[config.mk]
export PLATFORM = sky130hd
export DESIGN_NAME = wake_irq_monitor
export DESIGN_NICKNAME = d
export VERILOG_FILES = /design/src/rtl/wake_irq_monitor.sv
export SDC_FILE = /design/constraint.sdc
export NUM_CORES = 2
export LEC_CHECK = 0
export ABC_AREA = 1
export BUFFER_PORTS_ARGS = -buffer_cell sky130_fd_sc_hd__buf_2
export CAP_MARGIN = 20
export CORE_UTILIZATION = 45
export DETAILED_ROUTE_END_ITERATION = 8
export GPL_TIMING_DRIVEN = 0
export SYNTH_ARGS = -nofsm -noshare
export SYNTH_HDL_FRONTEND = slang
export SYNTH_SLANG_ARGS = --single-unit
[constraint.sdc]
create_clock -name clk -period 17.9 [get_ports clk]
set_input_delay 2.685 -clock clk [delete_from_list [all_inputs] [get_ports clk]]
set_output_delay 2.685 -clock clk [all_outputs]
set_load 0.02 [all_outputs]
[src/rtl/wake_irq_monitor.sv]
module wake_irq_monitor #(
  parameter int NPINS = 96,
  parameter int AW    = 8
) (
  input  logic             clk,
  input  logic             rst_n,
  input  logic             bus_wr,
  input  logic [AW-1:0]    bus_addr,
  input  logic [31:0]      bus_wdata,
  output logic [31:0]      bus_rdata,
  input  logic [NPINS-1:0] pins,
  input  logic             sleep_req,
  input  logic             wake_done,
  output logic             wake_out,
  output logic             resume_irq,
  output logic             err_flag
);
  localparam int WPG   = (NPINS + 31) / 32;
  localparam int PADW  = WPG * 32;
  localparam int NWORD = 2 + 5 * WPG;
  localparam logic [PADW-1:0] VALID = {PADW{1'b1}} >> (PADW - NPINS);

  logic [31:0]      tmr0, tmr1;
  logic [PADW-1:0]  en_r, fe_r, re_r, pol_r, st_r, st_nx;
  logic [NPINS-1:0] s1, s2, prev;
  logic [PADW-1:0]  cur_p, prv_p, evt;
  logic             asleep, wr_ok;
  int               word, grp, idx;

  assign word  = int'(bus_addr[AW-1:2]);
  assign grp   = (word >= 2) ? (word - 2) / WPG : 0;
  assign idx   = (word >= 2) ? (word - 2) % WPG : 0;
  assign wr_ok = bus_wr && !asleep;

  always_ff @(posedge clk or negedge rst_n)
    if (!rst_n) begin
      s1 <= '0; s2 <= '0; prev <= '0;
    end else begin
      s1 <= pins; s2 <= s1; prev <= s2;
    end

  always_comb begin
    cur_p = '0; prv_p = '0;
    cur_p[NPINS-1:0] = s2;
    prv_p[NPINS-1:0] = prev;
    evt = en_r & VALID & ((re_r & cur_p & ~prv_p) |
                          (fe_r & ~cur_p & prv_p) |
                          (pol_r & cur_p));
  end

  always_comb begin
    st_nx = st_r | (asleep ? evt : '0);
    if (wr_ok && word >= 2 && word < NWORD && grp == 4)
      st_nx[idx*32 +: 32] = st_nx[idx*32 +: 32] & bus_wdata;
  end

  always_ff @(posedge clk or negedge rst_n)
    if (!rst_n) begin
      tmr0 <= '0; tmr1 <= '0;
      en_r <= '0; fe_r <= '0; re_r <= '0; pol_r <= '0; st_r <= '0;
    end else begin
      st_r <= st_nx;
      if (wr_ok) begin
        if (word == 0) tmr0 <= bus_wdata;
        if (word == 1) tmr1 <= bus_wdata;
        if (word >= 2 && word < NWORD)
          case (grp)
            0: en_r[idx*32 +: 32]  <= bus_wdata & VALID[idx*32 +: 32];
            1: fe_r[idx*32 +: 32]  <= bus_wdata & VALID[idx*32 +: 32];
            2: re_r[idx*32 +: 32]  <= bus_wdata & VALID[idx*32 +: 32];
            3: pol_r[idx*32 +: 32] <= bus_wdata & VALID[idx*32 +: 32];
            default: ;
          endcase
      end
    end

  always_ff @(posedge clk or negedge rst_n)
    if (!rst_n) begin
      asleep <= 1'b0; resume_irq <= 1'b0; err_flag <= 1'b0;
    end else begin
      resume_irq <= asleep && wake_done;
      if (!asleep && sleep_req) begin
        asleep   <= 1'b1;
        err_flag <= 1'b0;
      end else if (asleep && wake_done) begin
        asleep <= 1'b0;
      end
      if (bus_wr && asleep) err_flag <= 1'b1;
    end

  always_comb begin
    bus_rdata = '0;
    if (word == 0) bus_rdata = tmr0;
    else if (word == 1) bus_rdata = tmr1;
    else if (word < NWORD)
      case (grp)
        0: bus_rdata = en_r[idx*32 +: 32];
        1: bus_rdata = fe_r[idx*32 +: 32];
        2: bus_rdata = re_r[idx*32 +: 32];
        3: bus_rdata = pol_r[idx*32 +: 32];
        default: bus_rdata = st_r[idx*32 +: 32] & VALID[idx*32 +: 32];
      endcase
  end

  assign wake_out = asleep && |(st_r & en_r);

  AST_RESUME_PULSE: assert property (@(posedge clk) disable iff (!rst_n)
    resume_irq |=> !resume_irq);
  AST_RESUME_AFTER_SLEEP: assert property (@(posedge clk) disable iff (!rst_n)
    $rose(resume_irq) |-> !asleep && $past(asleep));
  AST_WRITE_WHILE_ASLEEP: assert property (@(posedge clk) disable iff (!rst_n)
    (bus_wr && asleep) |=> err_flag);
  AST_CFG_FROZEN: assert property (@(posedge clk) disable iff (!rst_n)
    (bus_wr && asleep) |=> $stable(en_r) && $stable(pol_r));
  AST_NO_SET_AWAKE: assert property (@(posedge clk) disable iff (!rst_n)
    !$past(asleep) |-> (st_r & ~$past(st_r)) == '0);
  AST_STICKY: assert property (@(posedge clk) disable iff (!rst_n)
    !$past(wr_ok) |-> (st_r & $past(st_r)) == $past(st_r));
  AST_NO_WAKE_AWAKE: assert property (@(posedge clk) disable iff (!rst_n)
    !asleep |-> !wake_out);
endmodule

; ---- After elaboration in Yosys (flattened, before gate mapping)
; Cells that the tools add are included.
[totals]
ff_bits = 835
inputBits = 141
out_inout_bits = 35
[classes]
n_addsub = 2
div = 2
magnitude_cmp = 2
eq_ne = 5
shifts = 10
n_mux = 17
n_bitwise = 15
reduce_logical = 21
[ops]
columns = operator, n
row1 = 96-bit AND, 7
row2 = 96-bit by 32-bit variable part select with 32-bit output, 6
row3 = 96-bit bitwise mux, 5
row4 = 96-bit bitwise OR, 3
row5 = 96-bit 2-to-1 mux, 2
row6 = 96-bit inverter, 2
row7 = 32-bit by 33-bit variable part select with 96-bit output, 2
row8 = 32-bit 2-to-1 mux, 4
row9 = 32-bit one-hot mux with 4 select lines, 1
row10 = 32-bit AND, 3
row11 = 96-bit OR reduction, 1
row12 = "32-bit by 33-bit variable shift with 96-bit output, first input constant", 1
row13 = "96-bit by 32-bit variable part select with 32-bit output, first input constant", 1
row14 = "32-bit by 2-bit equality test with 1-bit output, second input constant", 2
row15 = 32-bit zero test, 2
row16 = 32-bit negation with 33-bit output, 1
row17 = "32-bit by 3-bit divider with 32-bit output, second input constant", 1
row18 = "32-bit by 1-bit equality test with 1-bit output, second input constant", 1
row19 = "32-bit by 4-bit equality test with 1-bit output, second input constant", 1
row20 = "32-bit by 3-bit remainder unit with 32-bit output, second input constant", 1
row21 = 27-bit 2-to-1 mux, 1
row22 = 3-bit AND reduction, 4
row23 = 1-bit logical AND, 9
row24 = "6-bit by 2-bit subtractor with 7-bit output, second input constant", 1
row25 = other kinds (7), 12

; ---- Logic depth before layout (Yosys ltp)
[logic_depth]
word_depth = 13
depth_mapped = 51
depth_no_buf = 48

; ---- Worst setup path before layout
; No wires, ideal clock.
[synth_timing]
path_type = input to output
from = input port bus_addr[3]
to = output port bus_rdata[22]
arrival_time_ns = 8.268
t_required_ns = 15.215
setup_slack_ns = 6.947
stages = 48
path_buffers = 3
cell_sequence = inv_2 ha_1 nand2_1 inv_1 nand3_1 nand2_1 nand2_1 nand3_1 nand2_1 inv_1 nor2_1 ha_1 inv_1 nand3_2 nand2_1 nand2_1 inv_1 ha_1 [... 12 more ...] inv_1 ha_1 inv_1 nor3_1 nand2_1 o21ai_2 nand4_4 nor2_2 buf_2 buf_2 nand2_1 nand3_1 nand2_1 nand3_1 nand2_1 nand2_1 nand2_1 a21oi_1
[synth_between]
elab_chain_cells = 9
[synth_rtl]
columns = element, line
row1 = start: declaration, 8  ; input logic [AW-1:0] bus_addr,
row2 = 6-bit by 2-bit subtractor with 7-bit output, "31, 32"
row3 = 32-bit by 3-bit remainder unit with 32-bit output, 32  ; assign idx = (word >= 2) ? (word - 2) % WPG : 0;
row4 = 27-bit 2-to-1 mux, 32
row5 = 96-bit by 32-bit variable part select with 32-bit output, 101  ; default: bus_rdata = st_r[idx*32 +: 32] & VALID[idx*32 +: 32];
row6 = 32-bit AND, 101
row7 = 32-bit one-hot mux with 4 select lines, 96  ; case (grp)
row8 = 32-bit 2-to-1 mux, 95  ; else if (word < NWORD)
row9 = 32-bit 2-to-1 mux, 94  ; else if (word == 1) bus_rdata = tmr1;
row10 = 32-bit 2-to-1 mux *, 93  ; if (word == 0) bus_rdata = tmr0;
row11 = end: declaration, 10  ; output logic [31:0] bus_rdata,
; Every way passes the cells marked *; elsewhere a longest branch is shown, timed or not.

; ---- Final worst setup path
[layout_timing]
from = input port bus_addr[3]
to = output port bus_rdata[11]
; The elaborated chain is that of the path after synthesis.

==> key figures <==
STA
  – Final WS setup: 4120 ps
  – Setup-violating endpoint count in the final report: 0
  – Actual slew at the worst max-slew pin: 1220 ps
  – Final Hold Fails: 0
  – Clock skew: 46.2 ps
  – Slew Viols, Final: 0
  – Unrepaired setup endpoints after global routing: no
  – Fin crit share: 0.770
  – Max frequency: 72.6 MHz
  – Final min period: 13780 ps
  – Slew margin rel.: 0.178

Worst setup path
  – Largest fanout on the critical path: 10
  – Crit path from: bus_addr[3]
  – Setup CP Type: in2out
  – FF-to-FF path depth: 7
  – CP required: 15210 ps
  – Slowest cell delay on critical path: 610 ps
  – Crit. End Element: primary output
  – CP Launch Type: input port
  – Most frequent CP cell: nand2_1
  – Reg-to-Reg End: pol_r[57]
  – Kind of cell adding the most delay to the critical path: simple AND/OR/NAND/NOR gates
  – Reg2reg setup slack: 13970 ps
  – CP max stage cell: nor2_2
  – CP Buf/Inv Count: 14
  – RR Startpoint: asleep
  – Arr. time, crit path: 11100 ps

Floorplanning
  – Chip Height: 307 um
  – Die X: 307 um
  – CORE AREA: 0.0921 mm2
  – Starting Density: 0.456
  – Row count: 111
  – Die area: 0.0945 mm2
  – # IOs: 176

Final layout
  – Synth-to-layout area growth: 14.7%
  – Share of layout cells above drive strength 1: 0.0959
  – Non-filler cells, final: 7204
  – Most common cell after layout, fill and taps aside: nand2_1
  – Commonest cells after routing, fill and taps aside: nand2_1, dfrtp_1, nand3_1
  – Utilization after layout: 0.523
  – Nets: 6031

Synthesis
  – Synth top area share: 0.498
  – Net Count, Synth: 5739
  – FF+latch count, synth: 835
  – Async set or reset register ratio after synthesis: 1.00
  – Post-Syn Area per Cell: 7.52 um2
  – Post-synthesis cell type count: 45
  – Synth Flop Type: dfrtp_1
  – Yosys top cell by area: dfrtp_1
  – Top cells by area, synth: dfrtp_1, nand2_1, nand3_1, nor2_1, inv_1
  – Post-synthesis sequential area ratio: 0.498
  – Post-Syn Area: 0.0420 mm2
  – Syn. warnings: 0
  – Post-synth EDFFs: 0
  – Cell count after synthesis: 5586

Detailed routing
  – WL final: 196 mm
  – Routed vias/inst: 5.90
  – Drt wl/cell: 27.2 um
  – Final ANT Viol Nets: 0
  – Vias: 42500
  – DRT iter0 DRCs: 6367
  – DRC errors left: 0
  – DRT Pass-1 Iters: 8

Clock tree
  – CTS clk-pin slew, worst paths: 60 ps
  – CTS root buffer: clkbuf_16
  – PostCTS Resize Cnt: 0
  – Number of hold buffers added after CTS: 0
  – Setup Buffers After CTS: 0
  – TritonCTS clock tree: done
  – Clk_lat worst skew: 710 ps
  – Clk sinks: 835
  – H-tree Lvls: 3
  – Total CTS buffers: 95
  – Clock buffer depth: 3

GRT
  – Pin count of the biggest net entering global routing: 123
  – First-pass GRT wire length: 276 mm
  – Vias in the first global route: 39300
  – Gr usage total: 0.412
  – Antenna violations before repair: 17
  – Congestion Overflow GR: 0

Min path
  – Min-delay worst type: reg2reg
  – HP Start: s1[37]
  – Worst Hold End: cur_p[37]
  – Hold depth: 0

Place
  – Gpl congestion: 1.12
  – Post-DP HPWL: 153 mm
  – Placed instance count: 7022
  – Setup slack at placement: 4460 ps
  – PortBufs: 173

Power and ir drop
  – Leakage: 23.2 nW
  – Worst vdd ir: 82.5 uV
  – PD cells: 125 mW/mm2

Status
  – Status: finished clean

Job
  – Max cap viols: 0
-- report_power, final --
group | switching (mW) | internal, mW | total, mW | leakage [nW]
logic | 1.57 | 0.379 | 1.95 | 10.6
registers | 0.0351 | 1.94 | 1.98 | 11.0
clock network | 0.850 | 1.26 | 2.11 | 1.63
total | 2.46 | 3.58 | 6.03 | 23.2
-- how the worst max path moves through the flow --
stage / to / cells past startpoint
after detailed placement: bus_rdata[11] / 50
after global placement: s1[7] / 1
after CTS: bus_rdata[11] / 50
after global routing: bus_rdata[11] / 49
final: bus_rdata[11] / 50
after floorplan: bus_rdata[22] / 48
-- cells by family after synthesis --
| logic type | after synthesis | share of synthesized area |
|---|---|---|
| AOI/OAI and AO/OA | 649 | 0.0870 |
| xor gates and xnor gates | 2 | 0.000417 |
| adders and majority gates | 12 | 0.00358 |
| buffers and inverters | 814 | 0.0784 |
| DFF | 835 | 0.498 |
| and+or+nand+nor | 3274 | 0.333 |
-- synthesized netlist by cell type, types with 3 or more instances --
master,count
a221oi_1,29
clkinv_1,4
o21ai_1,4
nor3_2,20
nand2_2,14
nor2_1,602
ha_1,12
dfrtp_1,835
buf_4,19
a21o_1,3
o31ai_1,20
nand3_2,9
o21ai_0,252
inv_2,7
buf_2,118
buf_1,23
nor3_1,53
nand2_1,1741
nand4_1,182
nand3_1,625
o211ai_1,31
nor2_2,12
inv_1,470
o21a_1,40
clkbuf_1,170
a21oi_1,251
nor4_1,4
o41ai_1,5
nor2_4,5
o2111ai_1,5
-- worst register-to-register path: stages (launching register included) --
cell	delay, ps
dfrtp_1	430
nor2_1	430
nand3_1	580
nor2_2	800
buf_2	660
clkbuf_1	720
nand3_1	160
nand2_1	120
-- flip-flops by register name, indices dropped and copies added, names as in the netlist --
signal	count
asleep	1
cur_p	96
st_r	96
s1	96
err_flag	1
en_r	96
prev	96
resume_irq	1
pol_r	96
fe_r	96
tmr0	32
tmr1	32
re_r	96
-- final cells by class --
type	instances	area, um2
diodes	7	17.5
plain buffers	333	1490
clock buffers	122	2630
clock inverters	51	703
fillers	9258	43900
inverters	481	1810
multi-input cells	3937	17800
flip-flops and latches	835	20900
well taps	1243	1560
repair buffers	195	1270
-- per-layer routing --
| metal | vias up | track usage | share of wire |
|---|---|---|---|
| li1 | 18600 | - | - |
| met1 | 20800 | 0.554 | 0.40 |
| met2 | 2523 | 0.600 | 0.42 |
| met3 | 500 | 0.114 | 0.12 |
| met4 | 16 | 0.224 | 0.062 |
| met5 | - | 0 | 0.00058 |
-- per-stage QoR --
| step | power [mW] | hold WS (ps) | cell area, um2 | TNS (ps) |
|---|---|---|---|---|
| after detailed placement | 3.84 | 335 | 44800 | 0 |
| final | 6.03 | 343 | 48200 | 0 |
| after global placement | 3.82 | 332 | 44400 | -3598650 |
| after floorplan | 2.98 | 331 | 42000 | 0 |
| after CTS | 5.93 | 347 | 48100 | 0 |
| after global routing | 6.17 | 345 | 48100 | 0 |
Power figures use the tool's default switching activity.
